`config.mk`:
```
export PLATFORM = sky130hd
export DESIGN_NAME = hiobus_seq
export DESIGN_NICKNAME = d
export VERILOG_FILES = /design/src/rtl/hiobus_pkg.sv /design/src/rtl/hiobus_timer.sv /design/src/rtl/hiobus_ctrl.sv /design/src/rtl/hiobus_dpath.sv /design/src/rtl/hiobus_seq.sv
export SDC_FILE = /design/constraint.sdc
export NUM_CORES = 1
export LEC_CHECK = 0
export BUFFER_PORTS_ARGS = -buffer_cell sky130_fd_sc_hd__buf_2
export CAP_MARGIN = 30
export CORE_AREA = 2 2 80 82
export CTS_CLUSTER_SIZE = 30
export DETAILED_ROUTE_END_ITERATION = 10
export DIE_AREA = 0 0 82 84
export PLACE_DENSITY = 0.63
export SLEW_MARGIN = 20
export SYNTH_ARGS = -nofsm -noshare
export SYNTH_HDL_FRONTEND = slang
export SYNTH_HIERARCHICAL = 1
export SYNTH_SLANG_ARGS = --single-unit
```
`constraint.sdc`:
```
create_clock -name clk -period 5.8 [get_ports clk]
set_input_delay 1.16 -clock clk [delete_from_list [all_inputs] [get_ports clk]]
set_output_delay 1.16 -clock clk [all_outputs]
set_load 0.01 [all_outputs]
```
`src/rtl/hiobus_pkg.sv`:
```
`timescale 1ns/1ps
package hiobus_pkg;

  typedef enum logic [2:0] {
    ST_IDLE,
    ST_WR_STB,
    ST_RD_SETUP,
    ST_RD_STB,
    ST_RD_GAP,
    ST_HALT
  } seq_state_t;

  // Countdown start value for an interval of the given length in cycles.
  function automatic int unsigned span_to_load(int unsigned cycles);
    return (cycles == 0) ? 0 : cycles - 1;
  endfunction

  // Counter width large enough for the longest of four intervals.
  function automatic int unsigned span_width(int unsigned a, int unsigned b,
                                             int unsigned c, int unsigned d);
    int unsigned m;
    m = a;
    if (b > m) m = b;
    if (c > m) m = c;
    if (d > m) m = d;
    return ($clog2(m) < 1) ? 1 : $clog2(m);
  endfunction

endpackage

```
`src/rtl/hiobus_timer.sv`:
```
`timescale 1ns/1ps
module hiobus_timer #(
  parameter int CNT_W = 8
) (
  input  logic             clk,
  input  logic             rst_n,
  input  logic             load,
  input  logic [CNT_W-1:0] load_val,
  output logic             zero
);

  logic [CNT_W-1:0] cnt_q;

  always_ff @(posedge clk or negedge rst_n) begin
    if (!rst_n)          cnt_q <= '0;
    else if (load)       cnt_q <= load_val;
    else if (cnt_q != 0) cnt_q <= cnt_q - 1'b1;
  end

  assign zero = (cnt_q == '0);

endmodule

```
`src/rtl/hiobus_ctrl.sv`:
```
`timescale 1ns/1ps
module hiobus_ctrl #(
  parameter int CNT_W     = 9,
  parameter int OUT_PULSE = 94,
  parameter int IN_SETUP  = 25,
  parameter int IN_PULSE  = 319,
  parameter int IN_GAP    = 4
) (
  input  logic             clk,
  input  logic             rst_n,
  input  logic             req_valid,
  input  logic             req_is_read,
  input  logic             halt_req,
  input  logic             bus_wait_in,
  input  logic             tmr_zero,
  output logic             req_ready,
  output logic             accept,
  output logic             tmr_load,
  output logic [CNT_W-1:0] tmr_val,
  output logic             out_stb,
  output logic             in_stb,
  output logic             capture,
  output logic             done,
  output logic             busy,
  output logic             halted,
  output logic             wait_sample,
  output logic             wait_seen
);
  import hiobus_pkg::*;

  localparam logic [CNT_W-1:0] LD_OUT   = CNT_W'(span_to_load(OUT_PULSE));
  localparam logic [CNT_W-1:0] LD_SETUP = CNT_W'(span_to_load(IN_SETUP));
  localparam logic [CNT_W-1:0] LD_IN    = CNT_W'(span_to_load(IN_PULSE));
  localparam logic [CNT_W-1:0] LD_GAP   = CNT_W'(span_to_load(IN_GAP));

  seq_state_t state_q, state_d;
  logic       out_d, in_d, done_d, halt_pend_q;

  assign req_ready = (state_q == ST_IDLE) && !halt_pend_q;
  assign accept    = req_valid && req_ready;
  assign busy      = (state_q == ST_WR_STB) || (state_q == ST_RD_SETUP) ||
                     (state_q == ST_RD_STB) || (state_q == ST_RD_GAP);
  assign halted    = (state_q == ST_HALT);
  assign capture   = (state_q == ST_RD_STB) && tmr_zero;

  always_comb begin
    state_d     = state_q;
    out_d       = out_stb;
    in_d        = in_stb;
    done_d      = 1'b0;
    tmr_load    = 1'b0;
    tmr_val     = '0;
    wait_sample = 1'b0;
    unique case (state_q)
      ST_IDLE: begin
        if (halt_pend_q) begin
          state_d = ST_HALT;
        end else if (accept) begin
          tmr_load = 1'b1;
          if (req_is_read) begin
            state_d = ST_RD_SETUP;
            tmr_val = LD_SETUP;
          end else begin
            state_d = ST_WR_STB;
            out_d   = 1'b1;
            tmr_val = LD_OUT;
          end
        end
      end
      ST_WR_STB: begin
        if (tmr_zero) begin
          out_d   = 1'b0;
          done_d  = 1'b1;
          state_d = ST_IDLE;
        end
      end
      ST_RD_SETUP, ST_RD_GAP: begin
        if (tmr_zero) begin
          wait_sample = 1'b1;
          in_d        = 1'b1;
          tmr_load    = 1'b1;
          tmr_val     = LD_IN;
          state_d     = ST_RD_STB;
        end
      end
      ST_RD_STB: begin
        if (tmr_zero) begin
          in_d = 1'b0;
          if (wait_seen) begin
            tmr_load = 1'b1;
            tmr_val  = LD_GAP;
            state_d  = ST_RD_GAP;
          end else begin
            done_d  = 1'b1;
            state_d = ST_IDLE;
          end
        end
      end
      ST_HALT: state_d = ST_HALT;
      default: state_d = ST_IDLE;
    endcase
  end

  always_ff @(posedge clk or negedge rst_n) begin
    if (!rst_n) begin
      state_q     <= ST_IDLE;
      out_stb     <= 1'b0;
      in_stb      <= 1'b0;
      done        <= 1'b0;
      wait_seen   <= 1'b0;
      halt_pend_q <= 1'b0;
    end else begin
      state_q     <= state_d;
      out_stb     <= out_d;
      in_stb      <= in_d;
      done        <= done_d;
      halt_pend_q <= halt_pend_q | halt_req;
      if (wait_sample) wait_seen <= bus_wait_in;
    end
  end

endmodule

```
`src/rtl/hiobus_dpath.sv`:
```
`timescale 1ns/1ps
module hiobus_dpath #(
  parameter int ADDR_W = 8,
  parameter int DATA_W = 8
) (
  input  logic              clk,
  input  logic              rst_n,
  input  logic              accept,
  input  logic              req_is_read,
  input  logic [ADDR_W-1:0] req_port,
  input  logic [DATA_W-1:0] req_wdata,
  input  logic              capture,
  input  logic [DATA_W-1:0] bus_din,
  output logic [ADDR_W-1:0] bus_addr,
  output logic [DATA_W-1:0] bus_dout,
  output logic [DATA_W-1:0] rd_data
);

  always_ff @(posedge clk or negedge rst_n) begin
    if (!rst_n) begin
      bus_addr <= '0;
      bus_dout <= '0;
    end else if (accept) begin
      bus_addr <= req_port;
      if (!req_is_read) bus_dout <= req_wdata;
    end
  end

  // Each strobe overwrites the result; the final strobe's byte remains.
  always_ff @(posedge clk or negedge rst_n) begin
    if (!rst_n)       rd_data <= '0;
    else if (capture) rd_data <= bus_din;
  end

endmodule

```
`src/rtl/hiobus_seq.sv`:
```
`timescale 1ns/1ps
module hiobus_seq #(
  parameter int ADDR_W    = 8,
  parameter int DATA_W    = 8,
  parameter int OUT_PULSE = 94,
  parameter int IN_SETUP  = 25,
  parameter int IN_PULSE  = 319,
  parameter int IN_GAP    = 4
) (
  input  logic              clk,
  input  logic              rst_n,
  input  logic              req_valid,
  output logic              req_ready,
  input  logic              req_is_read,
  input  logic [ADDR_W-1:0] req_port,
  input  logic [DATA_W-1:0] req_wdata,
  input  logic              halt_req,
  output logic              busy,
  output logic              done,
  output logic [DATA_W-1:0] rd_data,
  output logic [ADDR_W-1:0] bus_addr,
  output logic [DATA_W-1:0] bus_dout,
  input  logic [DATA_W-1:0] bus_din,
  output logic              bus_out_stb,
  output logic              bus_in_stb,
  input  logic              bus_wait_in,
  output logic              bus_halt
);

  localparam int CNT_W = hiobus_pkg::span_width(OUT_PULSE, IN_SETUP, IN_PULSE, IN_GAP);

  logic             accept, tmr_load, tmr_zero, capture;
  logic             sample_evt, wait_seen;
  logic [CNT_W-1:0] tmr_val;

  hiobus_timer #(.CNT_W(CNT_W)) u_timer (
    .clk      (clk),
    .rst_n    (rst_n),
    .load     (tmr_load),
    .load_val (tmr_val),
    .zero     (tmr_zero)
  );

  hiobus_ctrl #(
    .CNT_W     (CNT_W),
    .OUT_PULSE (OUT_PULSE),
    .IN_SETUP  (IN_SETUP),
    .IN_PULSE  (IN_PULSE),
    .IN_GAP    (IN_GAP)
  ) u_ctrl (
    .clk         (clk),
    .rst_n       (rst_n),
    .req_valid   (req_valid),
    .req_is_read (req_is_read),
    .halt_req    (halt_req),
    .bus_wait_in (bus_wait_in),
    .tmr_zero    (tmr_zero),
    .req_ready   (req_ready),
    .accept      (accept),
    .tmr_load    (tmr_load),
    .tmr_val     (tmr_val),
    .out_stb     (bus_out_stb),
    .in_stb      (bus_in_stb),
    .capture     (capture),
    .done        (done),
    .busy        (busy),
    .halted      (bus_halt),
    .wait_sample (sample_evt),
    .wait_seen   (wait_seen)
  );

  hiobus_dpath #(.ADDR_W(ADDR_W), .DATA_W(DATA_W)) u_dpath (
    .clk         (clk),
    .rst_n       (rst_n),
    .accept      (accept),
    .req_is_read (req_is_read),
    .req_port    (req_port),
    .req_wdata   (req_wdata),
    .capture     (capture),
    .bus_din     (bus_din),
    .bus_addr    (bus_addr),
    .bus_dout    (bus_dout),
    .rd_data     (rd_data)
  );

endmodule

```
==> metrics.md <==
| Metric | Value |
|---|---|
| Slowest cell on crit path | or4b_1 |
| Final TNS setup | 0 ps |
| Cell variety after synth | 51 |
| VDD IR max | 0.0980 mV |
| FFs w/ async S/R, synth | 100% |
| RSZ-0062 raised after global routing | false |
| Wl on met1 | 1810 um |
| LEAKAGE | 1.24 nW |
| Inst Count DP | 294 |
| Worst Clk Skew | 5.16 ps |
| # setup viols final | 0 |
| Synthesized area | 0.00205 mm^2 |
| Die H | 84 um |
| Area growth from synthesis to layout | 20.6% |
| Status | finished, final reports clean |
| Htree depth | 2 |
| Max_slew headroom | 65.6% |
| Tmin final | 3150 ps |
| Filler cells | 583 |
| Tot GR Track Use | 11.9% |
| Synthesized flop and latch total | 41 |
| Number of flops mapped to enable cells by yosys | 0 |
| Post-DR vias/cell | 4.75 |
| DR iter-0 viols | 58 |
| Mean Syn Cell Area | 12.1 um^2 |
| CTS Sinks | 41 |
| Final WL | 3920 um |
| Non-Filler Instances | 303 |
| Worst path cell trace | inv_1 -> ha_1 -> or4b_1 -> or2_4 -> inv_1 -> a22o_1 -> inv_1 -> o311a_1 -> a221o_1 |
| DR vias | 1438 |
| Diode count | 0 |
| Port Buf Inserts | 59 |
| Critical path's most frequent cell | inv_1 |
| Antenna Violating Nets Remaining | 0 |
| Met2 Wirelength | 1790 um |
| Dpl hpwl | 2840 um |
| Placed cell areas | 0.00235 mm^2 |
| Cts bufs inserted | 5 |
| Initial cell density of the core | 33.6% |
| Yosys warns | 6 |
| Clock power frac | 26.6% |
| Met3 WL | 275 um |
| Most frequent cells in the layout | buf_2 (59), dfrtp_1 (41), mux2_2 (16) |
| # Post-CTS Setup Buffers | 0 |
| GPL Wtd Cong | 0.728 |
| Ys flop type | dfrtp_1 |
| Die area | 0.00689 mm^2 |
| Required time worst endpoint | 5980 ps |
| HP Class | flip-flop to flip-flop |
| Die X | 82 um |
| Reg power frac | 51.7% |
| # hold bufs at CTS | 0 |
| CTS max path bufs | 2 |
| DR pass1 iterations | 4 |
| Initial antenna violation count | 0 |
| Delay-heaviest family, CP | compound AO/OA/AOI/OAI gates |
| Grt ovf | 0 |
| Max incr delay on CP | 590 ps |
| Multi-input gate area | 892 um^2 |
| Final Hold Fails | 0 |
| PD cells | 294 mW/mm^2 |
| Clock latency on the worst-skew pair | 290 ps |
| Hold path start | u_dpath/bus_addr[7]$_DFFE_PN0P_ |
| Reg2reg end | u_timer/cnt_q[7]$_DFFE_PN0P_ |
| Worst EP arrival | 3320 ps |
| Core area | 0.00610 mm^2 |
| Root Buffer | clkbuf_8 |
| Logic gate share of total power | 21.7% |
| Worst Reg-to-Reg Cells | 9 |
| Vias in the first global route | 1431 |
| WHS Endpoint | u_dpath/bus_addr[7]$_DFFE_PN0P_ |
| WP buf/inv | 3 |
| Post-CTS Resized | 0 |
| TritonCTS clock tree | built |
| Max cap viols | 0 |
| Post-synthesis sequential area ratio | 50.1% |
| Reg2reg start | u_timer/cnt_q[0]$_DFFE_PN0P_ |
| Dpl ws | 2700 ps |
| Final net count | 256 |
| Worst-margin pin slew | 516 ps |
| First-pass GRT wire length | 6450 um |
| Worst-path clk slew | 80 ps |
| Cell Int Power | 0.507 mW |
| I/O pin total | 60 |
| Register area | 0.00103 mm^2 |
| Sw Share | 30.3% |
| Crit Path Category | flip-flop to flip-flop |
| Rows | 29 |
| Worst-path fanout max | 16 |
| Most common cell after layout, fill and taps aside | buf_2 |
| # DRC | 0 |
| Crit path capture type | flip-flop |
| Syn Nets | 201 |
| Post-Syn Instances | 170 |
| Max Slew Vio Count | 0 |
| Fraction of layout cells with a size suffix above 1 | 47.3% |
| Top Metal Used | met4 |
| Switching Power | 0.221 mW |
| Final worst slack | 2650 ps |
| Reg2reg setup slack | 2650 ps |
| Final instance area | 0.00247 mm^2 |
| Hold path depth | 1 |
| CP Launch Type | flip-flop |
| FMAX | 0.318 GHz |
| Final period utilization | 54.3% |
| Drt wl/cell | 12.9 um |
| Hold WS | 502 ps |
| Largest net degree at the start of global routing | 42 |
cell type report:
class | count | share of cell area [%]
Sequential cell | 41 | 41.5
Multi-Input combinational cell | 105 | 36.1
Timing Repair Buffer | 60 | 12.8
Tap cell | 77 | 3.90
Clock buffer | 6 | 3.34
Inverter | 12 | 1.82
Clock inverter | 2 | 0.557
layer usage:
layer / vias to the layer above / track usage [%]
met5: - / 0
met4: 0 / 3.64
met3: 6 / 3.68
met2: 45 / 19.7
met1: 676 / 14.7
li1: 711 / -
worst max-delay path by stage:
stage / endpoint / startpoint / slack [ps] / cells past startpoint
floorplan: u_timer/cnt_q[0]$_DFFE_PN0P_ / u_timer/cnt_q[0]$_DFFE_PN0P_ / 3140 / 11
global placement: u_timer/cnt_q[7]$_DFFE_PN0P_ / u_timer/cnt_q[0]$_DFFE_PN0P_ / 2820 / 9
detailed placement: u_timer/cnt_q[7]$_DFFE_PN0P_ / u_timer/cnt_q[0]$_DFFE_PN0P_ / 2700 / 9
CTS: u_timer/cnt_q[7]$_DFFE_PN0P_ / u_timer/cnt_q[0]$_DFFE_PN0P_ / 2690 / 9
global route: u_timer/cnt_q[7]$_DFFE_PN0P_ / u_timer/cnt_q[0]$_DFFE_PN0P_ / 2410 / 9
finish: u_timer/cnt_q[7]$_DFFE_PN0P_ / u_timer/cnt_q[0]$_DFFE_PN0P_ / 2650 / 9
cell usage after synthesis (all sizes together), types with 3 or more instances:
master   n  area (um^2)
nor3     4         20.0
clkbuf   3         15.0
nor2b    3         28.8
or2      3         21.3
inv     12         45.0
buf      9         71.3
xnor2    4         35.0
dfrtp   41         1030
o31ai    4         30.0
nor2     7         26.3
nor4     3         33.8
nand2    7         26.3
a21oi    3         15.0
o21ai    9         48.8
mux2    26          327
sequential cells by signal, summed over array words and instances (netlist names):
| register | flops |
|---|---|
| u_ctrl/done | 1 |
| u_ctrl/halt_pend_q | 1 |
| u_ctrl/in_stb | 1 |
| u_ctrl/out_stb | 1 |
| u_ctrl/state_q | 3 |
| u_ctrl/wait_seen | 1 |
| u_dpath/bus_addr | 8 |
| u_dpath/bus_dout | 8 |
| u_dpath/rd_data | 8 |
| u_timer/cnt_q | 9 |
metrics by stage:
step,util [%],total power [mW]
after floorplan,-,0.488
after global placement,38.6,0.537
after detailed placement,38.6,0.539
after CTS,40.2,0.735
after global routing,40.5,0.779
final,40.5,0.728
kinds of logic (layout without fill, tap and decap cells):
family                     after synthesis  count (layout)  share of synthesized area [%]
buffers and inverters                   24              80                           6.41
xor gates and xnor gates                 4               4                           1.71
other                                    1               1                          0.183
adders and majority gates                1               1                          0.610
muxes                                   26              26                           15.9
and+or+nand+nor                         42              42                           13.1
DFF                                     41              41                           50.1
AOI/OAI and AO/OA                       31              31                           12.0
power groups by stage:
stage	clock (mW)	combinational (mW)	sequential, mW
after floorplan	0	0.126	0.362
after global placement	0	0.156	0.381
after detailed placement	0	0.158	0.381
after CTS	0.201	0.159	0.376
after global routing	0.218	0.178	0.384
final	0.194	0.158	0.376
(Power assumes the default switching activity.)
